**src/rtl/dac_dbuf_pkg.sv**
```systemverilog
package dac_dbuf_pkg;

   // Register operation selected by the current bus address
   typedef enum logic [2:0] {
      OP_NONE,
      OP_STAGE,
      OP_DIRECT,
      OP_XFER,
      OP_CLEAR,
      OP_CLKSEL
   } dac_op_e;

   // Word (byte offset / 2) addresses of the single registers
   localparam logic [4:0] WADDR_XFER   = 5'h08;
   localparam logic [4:0] WADDR_CLEAR  = 5'h0C;
   localparam logic [4:0] WADDR_CLKSEL = 5'h0D;

   // Window selectors on byte offset bits [5:4]
   localparam logic [1:0] WIN_STAGE  = 2'b00;
   localparam logic [1:0] WIN_DIRECT = 2'b10;

   // Slots per channel window (fixed by the map)
   localparam int WIN_SLOTS = 8;

endpackage

```
**src/rtl/dac_dbuf_decode.sv**
```systemverilog
module dac_dbuf_decode
   import dac_dbuf_pkg::*;
#(
   parameter int NUM_CH = 8,
   parameter int ADDR_W = 6
) (
   input  logic [ADDR_W-1:0] addr,
   output dac_op_e           op,
   output logic [2:0]        ch
);

   logic       hi_zero;
   logic [4:0] waddr;
   logic       ch_ok;
   logic       unused_lsb;

   generate
      if (ADDR_W > 6) begin : g_hi
         assign hi_zero = (addr[ADDR_W-1:6] == '0);
      end else begin : g_nohi
         assign hi_zero = 1'b1;
      end
   endgenerate

   assign waddr      = addr[5:1];
   assign ch         = addr[3:1];
   assign ch_ok      = (int'(ch) < NUM_CH);
   assign unused_lsb = addr[0];

   always_comb begin
      op = OP_NONE;
      if (hi_zero) begin
         if (addr[5:4] == WIN_STAGE && !addr[3]) begin
            op = OP_NONE;
         end
         if (addr[5:4] == WIN_STAGE && ch_ok && waddr < WADDR_XFER) begin
            op = OP_STAGE;
         end else if (addr[5:4] == WIN_DIRECT && ch_ok) begin
            op = OP_DIRECT;
         end else if (waddr == WADDR_XFER) begin
            op = OP_XFER;
         end else if (waddr == WADDR_CLEAR) begin
            op = OP_CLEAR;
         end else if (waddr == WADDR_CLKSEL) begin
            op = OP_CLKSEL;
         end
      end
   end

endmodule

```
**src/rtl/dac_dbuf_channel.sv**
```systemverilog
module dac_dbuf_channel #(
   parameter int DATA_W = 16
) (
   input  logic              clk,
   input  logic              rst_n,
   input  logic              stage_we,
   input  logic              direct_we,
   input  logic              xfer,
   input  logic              clr,
   input  logic [DATA_W-1:0] wdata,
   output logic [DATA_W-1:0] stage_q,
   output logic [DATA_W-1:0] out_q,
   output logic              load_q
);

   always_ff @(posedge clk or negedge rst_n) begin
      if (!rst_n) begin
         stage_q <= '0;
      end else if (clr) begin
         stage_q <= '0;
      end else if (stage_we) begin
         stage_q <= wdata;
      end
   end

   always_ff @(posedge clk or negedge rst_n) begin
      if (!rst_n) begin
         out_q  <= '0;
         load_q <= 1'b0;
      end else begin
         load_q <= !clr && (direct_we || xfer);
         if (clr) begin
            out_q <= '0;
         end else if (direct_we) begin
            out_q <= wdata;
         end else if (xfer) begin
            out_q <= stage_q;
         end
      end
   end

   // staging never reaches the output by itself
   a_r1_stage_holds_output: assert property (@(posedge clk) disable iff (!rst_n)
      (stage_we && !direct_we && !xfer && !clr) |=> $stable(out_q));

   // output moves only with its load pulse or a clear
   a_r4_change_needs_load: assert property (@(posedge clk) disable iff (!rst_n)
      (!load_q && !$past(clr)) |-> $stable(out_q));

   // a clear leaves both registers at zero
   a_r5_clear_zeroes: assert property (@(posedge clk) disable iff (!rst_n)
      clr |=> (out_q == '0 && stage_q == '0 && !load_q));

endmodule

```
**src/rtl/dac_dbuf_regbank.sv**
```systemverilog
module dac_dbuf_regbank
   import dac_dbuf_pkg::*;
#(
   parameter int NUM_CH = 8,
   parameter int DATA_W = 16,
   parameter int ADDR_W = 6
) (
   input  logic                     clk,
   input  logic                     rst_n,
   input  logic [ADDR_W-1:0]        bus_addr,
   input  logic                     bus_wr,
   input  logic                     bus_rd,
   input  logic [DATA_W-1:0]        bus_wdata,
   output logic [DATA_W-1:0]        bus_rdata,
   output logic                     bus_ack,
   output logic [NUM_CH*DATA_W-1:0] dac_code,
   output logic [NUM_CH-1:0]        dac_load,
   output logic                     dac_clear,
   output logic                     clk_sel_8m
);

   localparam int CODE_W = NUM_CH * DATA_W;

   generate
      if (NUM_CH < 1 || NUM_CH > WIN_SLOTS) begin : g_bad_ch
         $error("NUM_CH must lie in 1..8");
      end
      if (ADDR_W < 6) begin : g_bad_addr
         $error("ADDR_W must be at least 6");
      end
      if (DATA_W < 1) begin : g_bad_data
         $error("DATA_W must be positive");
      end
   endgenerate

   dac_op_e           op;
   logic [2:0]        sel_ch;
   logic              do_clear;
   logic              do_xfer;
   logic [DATA_W-1:0] stage_arr [NUM_CH];
   logic [DATA_W-1:0] out_arr   [NUM_CH];
   logic [DATA_W-1:0] rd_mux;

   dac_dbuf_decode #(.NUM_CH(NUM_CH), .ADDR_W(ADDR_W)) u_decode (
      .addr (bus_addr),
      .op   (op),
      .ch   (sel_ch)
   );

   assign do_clear = bus_wr && (op == OP_CLEAR);
   assign do_xfer  = bus_wr && (op == OP_XFER);

   for (genvar i = 0; i < NUM_CH; i++) begin : g_ch
      logic hit;
      assign hit = (int'(sel_ch) == i);

      dac_dbuf_channel #(.DATA_W(DATA_W)) u_chan (
         .clk       (clk),
         .rst_n     (rst_n),
         .stage_we  (bus_wr && op == OP_STAGE && hit),
         .direct_we (bus_wr && op == OP_DIRECT && hit),
         .xfer      (do_xfer),
         .clr       (do_clear),
         .wdata     (bus_wdata),
         .stage_q   (stage_arr[i]),
         .out_q     (out_arr[i]),
         .load_q    (dac_load[i])
      );

      assign dac_code[i*DATA_W +: DATA_W] = out_arr[i];
   end

   always_comb begin
      rd_mux = '0;
      for (int k = 0; k < NUM_CH; k++) begin
         if (int'(sel_ch) == k && op == OP_STAGE)  rd_mux = stage_arr[k];
         if (int'(sel_ch) == k && op == OP_DIRECT) rd_mux = out_arr[k];
      end
      if (op == OP_CLKSEL) rd_mux = {{(DATA_W-1){1'b0}}, clk_sel_8m};
   end

   always_ff @(posedge clk or negedge rst_n) begin
      if (!rst_n) begin
         bus_ack    <= 1'b0;
         bus_rdata  <= '0;
         dac_clear  <= 1'b0;
         clk_sel_8m <= 1'b0;
      end else begin
         bus_ack   <= bus_wr || bus_rd;
         bus_rdata <= bus_rd ? rd_mux : '0;
         dac_clear <= do_clear;
         if (bus_wr && op == OP_CLKSEL) clk_sel_8m <= bus_wdata[0];
      end
   end

   // a broadcast transfer pulses every load line
   a_r2_xfer_loads_all: assert property (@(posedge clk) disable iff (!rst_n)
      do_xfer |=> (dac_load == {NUM_CH{1'b1}}));

   // the clear pulse comes with zero codes and no load
   a_r5_clear_no_load: assert property (@(posedge clk) disable iff (!rst_n)
      dac_clear |-> (dac_load == '0 && dac_code == {CODE_W{1'b0}}));

   // acknowledge follows each strobe by one cycle
   a_r9_ack_follows: assert property (@(posedge clk) disable iff (!rst_n)
      (bus_wr || bus_rd) |=> bus_ack);

   a_r9_no_spurious_ack: assert property (@(posedge clk) disable iff (!rst_n)
      !(bus_wr || bus_rd) |=> !bus_ack);

   // read data is idle outside acknowledge cycles
   a_r8_rdata_idle: assert property (@(posedge clk) disable iff (!rst_n)
      !bus_ack |-> (bus_rdata == '0));

endmodule

```
**config.mk**
```make
export PLATFORM = sky130hd
export DESIGN_NAME = dac_dbuf_regbank
export DESIGN_NICKNAME = d
export VERILOG_FILES = /design/src/rtl/dac_dbuf_pkg.sv /design/src/rtl/dac_dbuf_decode.sv /design/src/rtl/dac_dbuf_channel.sv /design/src/rtl/dac_dbuf_regbank.sv
export SDC_FILE = /design/constraint.sdc
export NUM_CORES = 1
export LEC_CHECK = 0
export BUFFER_PORTS_ARGS = -buffer_cell sky130_fd_sc_hd__clkbuf_2
export CORE_ASPECT_RATIO = 0.9
export CORE_MARGIN = 5
export CORE_UTILIZATION = 40
export CTS_CLUSTER_SIZE = 30
export DETAILED_ROUTE_END_ITERATION = 10
export SYNTH_ARGS = -nofsm -noshare
export SYNTH_HDL_FRONTEND = slang
export SYNTH_SLANG_ARGS = --single-unit
```
**constraint.sdc**
```tcl
create_clock -name clk -period 1.9 [get_ports clk]
set_input_delay 0 -clock clk [delete_from_list [all_inputs] [get_ports clk]]
set_output_delay 0 -clock clk [all_outputs]
set_load 0.05 [all_outputs]
```
==> results of run 1 <==
final cells by class:
class / count / area (µm²)
fillers: 3649 / 19300
multi-input cells: 1314 / 7320
flip-flops and latches: 283 / 7080
repair buffers: 380 / 2760
clock buffers: 52 / 1000
well taps: 490 / 613
clock inverters: 7 / 101
inverters: 15 / 56.3
diodes: 1 / 2.50
per-stage QoR:
step                power, mW  area [µm²]
floorplan                12.1       15400
global placement         14.5       17800
detailed placement       14.5       17800
CTS                      21.1       18900
global route             21.9       18900
finish                   21.1       18900
sequential cells by signal, indices dropped and copies added (netlist names):
signal / count
bus_ack: 1
dac_clear: 1
bus_rdata: 16
clk_sel_8m: 1
g_ch.u_chan.out_q: 128
g_ch.u_chan.stage_q: 128
g_ch.u_chan.load_q: 8
critical path, delay by kind of cell (launching register included):
kind	cells	cell delay [ns]
mux	1	0.30
compound gates	4	0.87
flops	1	0.39
buf+inv	1	0.16
synthesized netlist by cell type (all sizes together), types with 7 or more instances:
cell type,n,area share [%]
o21ai,58,1.9
a2bb2oi,7,0.44
a22oi,20,0.98
and3,9,0.37
clkbuf,87,2.1
mux2,9,0.66
nor3b,122,6.1
a221oi,8,0.46
nand2b,8,0.33
nand3,84,2.7
inv,15,0.37
nor2,159,4.1
a22o,7,0.40
nor3,28,1.1
a32oi,14,0.80
dfrtp,283,46
and2,11,0.45
nand2,238,5.9
mux2i,20,1.3
a221o,8,0.52
nor2b,10,0.42
buf,114,4.2
a21oi,386,13
o221ai,8,0.46
path summary, 6_finish.rpt:
kind,slack (ns),cells past startpoint,start,to
worst min register to register,0.52,2,g_ch[6].u_chan.stage_q[3]$_DFFE_PN0P_,g_ch[6].u_chan.stage_q[3]$_DFFE_PN0P_
worst max register to register,0.07,6,g_ch[1].u_chan.out_q[0]$_DFFE_PN0P_,bus_rdata[0]$_DFF_PN0_
worst min-delay path,0.02,2,rst_n,g_ch[1].u_chan.load_q$_DFF_PN0_
worst max-delay path,0.07,6,g_ch[1].u_chan.out_q[0]$_DFFE_PN0P_,bus_rdata[0]$_DFF_PN0_
min in group clk,0.13,3,bus_wdata[9],g_ch[7].u_chan.stage_q[9]$_DFFE_PN0P_
max in group asynchronous,1.08,3,rst_n,g_ch[3].u_chan.stage_q[8]$_DFFE_PN0P_
cells by family after synthesis:
group,Yosys count,synth area share (%)
compound gates,580,22.0
buf+inv,216,6.73
flops,283,46.0
mux,29,1.96
simple gates,705,23.3
layer usage:
metal	vias to the layer above	track usage, %	part of all wire (%)
met5	-	0	0.010
met4	2	11.8	4.3
met3	138	8.76	11
met2	897	42.4	41
met1	7479	46.1	44
li1	6855	-	-
layout by cell type, fill, tap and decap left out, types with 14 or more instances in the layout:
| cell type | netlist | layout |
|---|---|---|
| a21oi_1 | 386 | 386 |
| dfrtp_1 | 283 | 283 |
| nand2_1 | 236 | 236 |
| clkbuf_2 | 1 | 177 |
| buf_4 | 19 | 172 |
| nor2_1 | 155 | 154 |
| nor3b_1 | 120 | 120 |
| nand3_1 | 84 | 83 |
| o21ai_0 | 44 | 44 |
| clkbuf_16 | 0 | 35 |
| buf_12 | 0 | 27 |
| nor3_1 | 24 | 24 |
| a22oi_1 | 20 | 20 |
| mux2i_1 | 20 | 20 |
| a32oi_1 | 14 | 14 |
| o21ai_1 | 14 | 14 |
where the power goes:
part | total, mW | leakage, nW | switching [mW] | internal (mW)
Sequential | 8.58 | 3.70 | 1.44 | 7.14
Clock | 6.58 | 0.535 | 2.67 | 3.92
Combinational | 5.95 | 4.22 | 4.27 | 1.69
what timing repair did:
action | in CTS | in global routing
hold buffers | 3 | 0
pin swaps | 0 | 1
gates resized for setup | 1 | 4
endpoints found under the hold margin | 288 | 0
endpoints found under the setup margin | 1 | 2
==> tab_implementation.tex, run 1 <==
\begin{tabular}{lr}
\hline
Metric & Value \\
\hline
\multicolumn{2}{l}{\textbf{Pwr}} \\
VDD IR max & 1.02 mV \\
Pwr dens & 1120 nW/µm² \\
Lkg Pwr & 8.45 nW \\
\multicolumn{2}{l}{\textbf{GRT}} \\
Pin count of the biggest net entering global routing & 72 \\
Antenna violations before repair & 2 \\
Total gr overflow & 0 \\
Via count of the first global-routing pass & $\sim$15,000 \\
GR Util All Layers & 30.9\% \\
Wire length of the first global-routing pass & 99,400 µm \\
\multicolumn{2}{l}{\textbf{Die}} \\
Die area & between 40,000 and 50,000 µm² \\
I/O pin total & 181 \\
Horizontal extent of the die & about 220 µm \\
Number of rows in the core area & 68 \\
Initial core utilization & between 40\% and 50\% \\
Y dimension of the die & $\sim$200 µm \\
Core box area & 38,200 µm² \\
\multicolumn{2}{l}{\textbf{Finish}} \\
Proportion of layout cells with a drive suffix above 1 & 22.8\% \\
Finished Core Util & 49.6\% \\
Area grow syn2layout & 23.1\% \\
NumNets Final & 2,055 \\
Final Instance Count excl. Fillers & $\sim$2,500 \\
\multicolumn{2}{l}{\textbf{Clocking}} \\
Clk Latency, worst-skew pair & 0.53 ns \\
Clk pin slew, worst setup/hold paths & 0.06 ns \\
Clock H-tree levels & 2 \\
Maximum number of buffers from clock root to sink & 3 \\
Post-CTS repair timing setup buffer count & 0 \\
CTS tree & built \\
Sink Count & 283 \\
Library cell used as clock root buffer & clkbuf\_16 \\
Cts bufs inserted & 35 \\
\multicolumn{2}{l}{\textbf{STA}} \\
Pins over their slew limit & 0 \\
Maximum clock rate & 545 MHz \\
Final setup fails & 0 \\
Worst rel slew slack & 44.3\% \\
Clock Skew & 0.0288 ns \\
Count of endpoints failing hold in the final timing report & 0 \\
TNS Setup & 0 ns \\
Unrepaired setup endpoints after global routing & no \\
Post-route minimum period & around 1.8 ns \\
Measured slew at the worst slew-check pin & 0.835 ns \\
Final-layout worst hold slack & 0.0169 ns \\
Fin worst setup slack & 0.0657 ns \\
Fin crit share & between 90\% and 100\% \\
\multicolumn{2}{l}{\textbf{Place}} \\
Port Buffers & 179 \\
DP Wirelength & slightly below 50,000 µm \\
Post-placement cell count & 2,479 \\
Routability congestion estimate from global placement & 0.991 \\
Worst setup slack before clock tree synthesis & -0.376 ns \\
\multicolumn{2}{l}{\textbf{Setup path}} \\
Crit path largest cell delay & a little under 0.4 ns \\
Slowest library cell on the worst path & dfrtp\_1 \\
Arrival time of the worst setup path & 2.25 ns \\
Crit path cell chain & mux2\_4 > a32o\_2 > a221oi\_4 > buf\_4 > o2111ai\_1 > a32o\_1 \\
WP data required & $\sim$2.3 ns \\
Category of the most critical setup path & register to register \\
Element type at the critical path end & register \\
Maximum fanout along the worst path & 2 \\
Launching element type of the critical path & register \\
\multicolumn{2}{l}{\textbf{Logic synthesis}} \\
Count of flip-flops with a built-in enable after synthesis & 0 \\
Ys flop type & dfrtp\_1 \\
Synthesized area & roughly 15,000 µm² \\
Synth Area per Inst & 8.49 µm² \\
Post-synthesis instance total & 1,813 \\
Net count of the mapped netlist & 1,839 \\
Yosys reg bits & between 200 and 300 \\
Sequential area share after synthesis & 46.0\% \\
Distinct cell type count of the synthesized netlist & 82 \\
Number of warnings issued by yosys & 0 \\
Fraction of registers with async set or reset after synthesis & 100\% \\
\multicolumn{2}{l}{\textbf{Flow run}} \\
Maximum capacitance violations & 0 \\
\multicolumn{2}{l}{\textbf{Outcome}} \\
Status & finished, final reports clean \\
\multicolumn{2}{l}{\textbf{Detailed routing}} \\
Routed vias & 15,400 \\
Iteration-0 DRC Markers & between 1,500 and 2,000 \\
Routed wire length & 67,300 µm \\
Via count normalized by instance count & 6.05 \\
Detailed-route wire length per cell & between 20 and 30 µm \\
Antenna Violating Nets Remaining & 0 \\
Detailed-routing iteration count for the pre-antenna-repair pass & 7 \\
Remaining routing DRC violations & 0 \\
\multicolumn{2}{l}{\textbf{Min path}} \\
Path category of the worst min-delay check & primary input to async pin \\
\hline
\end{tabular}
Note: power is estimated with default switching activity, not from simulation.
==> inputs of run 2 (changes only) <==
--- a/config.mk
+++ b/config.mk
@@ -11,6 +11,7 @@
 export CORE_UTILIZATION = 40
 export CTS_CLUSTER_SIZE = 30
 export DETAILED_ROUTE_END_ITERATION = 10
+export PLACE_DENSITY_LB_ADDON = 0.3
 export SYNTH_ARGS = -nofsm -noshare
 export SYNTH_HDL_FRONTEND = slang
 export SYNTH_SLANG_ARGS = --single-unit
==> constraint.sdc (replaced) <==
create_clock -name clk -period 2 [get_ports clk]
set_input_delay 0 -clock clk [delete_from_list [all_inputs] [get_ports clk]]
set_output_delay 0 -clock clk [all_outputs]
set_load 0.05 [all_outputs]
==> run 2 against run 1 <==
Maximum frequency fell by 0.81%. Clock skew fell by 0.010 ns. Via count fell by 0.60%. First-iteration DRC count rose by 4.3%.
==> tab_implementation.tex, run 2 (same netlist as run 1, synthesis figures left out) <==
\begin{tabular}{lr}
\hline
Metric & Value \\
\hline
\multicolumn{2}{l}{\textbf{Die}} \\
Number of rows in the core area & 68 (unchanged) \\
Horizontal extent of the die & 217 µm (unchanged) \\
I/O pin total & 181 (unchanged) \\
Initial core utilization & 40.3\% (unchanged) \\
Y dimension of the die & 196 µm (unchanged) \\
Core box area & 38,200 µm² (unchanged) \\
Die area & 42,500 µm² (unchanged) \\
\multicolumn{2}{l}{\textbf{GRT}} \\
GR Util All Layers & 30.4\% (-0.56 points) \\
Pin count of the biggest net entering global routing & 81 (+13\%) \\
Via count of the first global-routing pass & 14,400 (-1.6\%) \\
Wire length of the first global-routing pass & 98,100 µm (-1.3\%) \\
Antenna violations before repair & 3 (+1) \\
Total gr overflow & 0 (unchanged) \\
\multicolumn{2}{l}{\textbf{Finish}} \\
Filler instances & 3,678 (+0.79\%) \\
NumNets Final & 1,981 (-3.6\%) \\
Most common library cell in the layout ignoring fill and taps & a21oi\_1 \\
Finished Core Util & 47.9\% (-1.7 points) \\
Final Instance Area & 18,300 µm² (-3.4\%) \\
Leading registers by flop count & g\_ch.u\_chan.out\_q x128, g\_ch.u\_chan.stage\_q x128, bus\_rdata x16 \\
Proportion of layout cells with a drive suffix above 1 & 20.3\% (-2.5 points) \\
Area grow syn2layout & 18.9\% \\
Top library cells by usage in the layout, fill and taps aside & a21oi\_1, dfrtp\_1, nand2\_1, clkbuf\_2, nor2\_1 \\
\multicolumn{2}{l}{\textbf{Setup path}} \\
Crit path cell chain & mux2\_2 > a32o\_1 > a221oi\_2 > buf\_4 > o2111ai\_1 > a32o\_1 \\
Launching element type of the critical path & register \\
Most common cell on crit path & a32o\_1 \\
Arrival time of the worst setup path & 2.27 ns (+0.02 ns) \\
Maximum fanout along the worst path & 2 (unchanged) \\
WP data required & 2.42 ns (+0.11 ns) \\
Crit path largest cell delay & 0.43 ns (+0.04 ns) \\
Combined buffer and inverter count along the critical path & 1 (unchanged) \\
Cell class contributing the biggest share of worst-path delay & compound AO/OA/AOI/OAI gates \\
Slowest library cell on the worst path & dfrtp\_1 \\
Category of the most critical setup path & register to register \\
Element type at the critical path end & register \\
\multicolumn{2}{l}{\textbf{Min path}} \\
Path category of the worst min-delay check & primary input to async pin \\
\multicolumn{2}{l}{\textbf{STA}} \\
Pins over their slew limit & 0 (unchanged) \\
Final setup fails & 0 (unchanged) \\
Post-route minimum period & 1.85 ns (+0.0150 ns) \\
TNS Setup & 0 ns (unchanged) \\
Fin crit share & 92.5\% (-4.1 points) \\
Clock Skew & 0.0184 ns (-0.0103 ns) \\
Count of endpoints failing hold in the final timing report & 0 (unchanged) \\
Maximum clock rate & 541 MHz (-0.81\%) \\
Unrepaired setup endpoints after global routing & no \\
Worst rel slew slack & 45.2\% (+0.86 points) \\
Fin worst setup slack & 0.151 ns (+0.0850 ns) \\
Measured slew at the worst slew-check pin & 0.823 ns (-0.0129 ns) \\
\multicolumn{2}{l}{\textbf{Clocking}} \\
CTS tree & built \\
Maximum number of buffers from clock root to sink & 3 (unchanged) \\
Sink Count & 283 (unchanged) \\
Library cell used as clock root buffer & clkbuf\_16 \\
Clk Latency, worst-skew pair & 0.53 ns (about the same) \\
Clk pin slew, worst setup/hold paths & 0.06 ns (about the same) \\
Cts bufs inserted & 34 (-2.9\%) \\
Clock H-tree levels & 2 (unchanged) \\
\multicolumn{2}{l}{\textbf{Detailed routing}} \\
Routed wire length & 66,000 µm (-1.9\%) \\
Total length of routed met2 wires & 27,400 µm (+0.35\%) \\
Met3 layer wire length in the routed design & 7430 µm (-2.1\%) \\
Routed vias & 15,300 (-0.60\%) \\
Remaining routing DRC violations & 0 (unchanged) \\
Detailed-routing iteration count for the pre-antenna-repair pass & 5 (-2) \\
Wl on met1 & 29,000 µm (-1.6\%) \\
Top metal layer carrying routed signals & met5 \\
Detailed-route wire length per cell & 26.7 µm (+1.1\%) \\
Via count normalized by instance count & 6.19 (+2.4\%) \\
Iteration-0 DRC Markers & 2,031 (+4.3\%) \\
Antenna Violating Nets Remaining & 0 (unchanged) \\
\multicolumn{2}{l}{\textbf{Outcome}} \\
Status & finished, final reports clean \\
\multicolumn{2}{l}{\textbf{Flow run}} \\
Maximum capacitance violations & 0 (unchanged) \\
\multicolumn{2}{l}{\textbf{Pwr}} \\
Pwr Total & 20.0 mW (-5.4\%) \\
VDD IR max & 0.774 mV (-24\%) \\
Pwr dens & 1090 nW/µm² (-2.0\%) \\
Lkg Pwr & 8.07 nW (-4.6\%) \\
\multicolumn{2}{l}{\textbf{Place}} \\
Post-place instance area & 17,100 µm² (-3.7\%) \\
Routability congestion estimate from global placement & 1.02 (+3.2\%) \\
Port Buffers & 179 (unchanged) \\
Worst setup slack before clock tree synthesis & -0.167 ns (+0.208 ns) \\
DP Wirelength & 46,400 µm (-3.7\%) \\
\hline
\end{tabular}
## run 2: changes by cell type in the layout (fill, tap and decap cells not counted), sizes merged
cell and change:
buf -72, bufinv +1, clkbuf -10, clkinv +10, clkinvlp -1, diode +1, dlygate4sd3 -1, inv -2
## run 2: stage by stage
step,hold WS [ns],instances
2_1_floorplan,-0.296,1813
3_3_place_gp,-0.108,2406
3_5_place_dp,-0.104,2406
4_1_cts,0.0670,2466
5_1_grt,0.108,2467
6_report,0.0790,2468
## run 2: routing by layer
metal | vias to the layer above | track usage, %
met5 | - | 0
met4 | 4 | 9.09
met3 | 130 | 7.84
met2 | 946 | 42.8
met1 | 7516 | 45.8
li1 | 6683 | -
## run 2: path summary, 6_finish.rpt
path / start / cells after the start / end / slack, ns
setup reg to reg: g_ch[1].u_chan.out_q[0]$_DFFE_PN0P_ / 6 / bus_rdata[0]$_DFF_PN0_ / 0.15
min in group clk: bus_wdata[4] / 3 / g_ch[4].u_chan.stage_q[4]$_DFFE_PN0P_ / 0.12
hold / removal: rst_n / 3 / g_ch[4].u_chan.stage_q[1]$_DFFE_PN0P_ / 0.08
hold reg to reg: g_ch[5].u_chan.stage_q[8]$_DFFE_PN0P_ / 2 / g_ch[5].u_chan.stage_q[8]$_DFFE_PN0P_ / 0.52
max in group asynchronous: rst_n / 3 / g_ch[6].u_chan.out_q[9]$_DFFE_PN0P_ / 1.43
setup / recovery: g_ch[1].u_chan.out_q[0]$_DFFE_PN0P_ / 6 / bus_rdata[0]$_DFF_PN0_ / 0.15
## run 2: what timing repair did
action / 4_1_cts / 5_1_grt
endpoints found under the hold margin: 286 / 0
setup buffers: 0 / 0
hold buffers: 3 / 0
resized for setup: 0 / 1
setup endpoints to repair: 0 / 1
## run 2: cell type report
class / count / area (µm²) / area share [%]
sequential: 283 / 7080 / 38.7
timing repair buffer: 307 / 2110 / 11.6
inverter: 15 / 56.3 / 0.308
tap: 490 / 613 / 3.35
multi-input combinational: 1314 / 7300 / 39.9
clock inverter: 15 / 169 / 0.924
clock buffer: 42 / 952 / 5.21
antenna: 2 / 5.00 / 0.0274
## run 2: worst min-delay path: stages
cell	delay, ns
dlygate4sd3_1	0.56
buf_8	0.18
buf_12	0.22
## run 2: power by group
| part | total [mW] | switching (mW) | leakage, nW | internal [mW] |
|---|---|---|---|---|
| registers | 8.17 | 1.38 | 3.70 | 6.78 |
| clock network | 6.31 | 2.54 | 0.563 | 3.77 |
| logic | 5.50 | 4.00 | 3.81 | 1.50 |
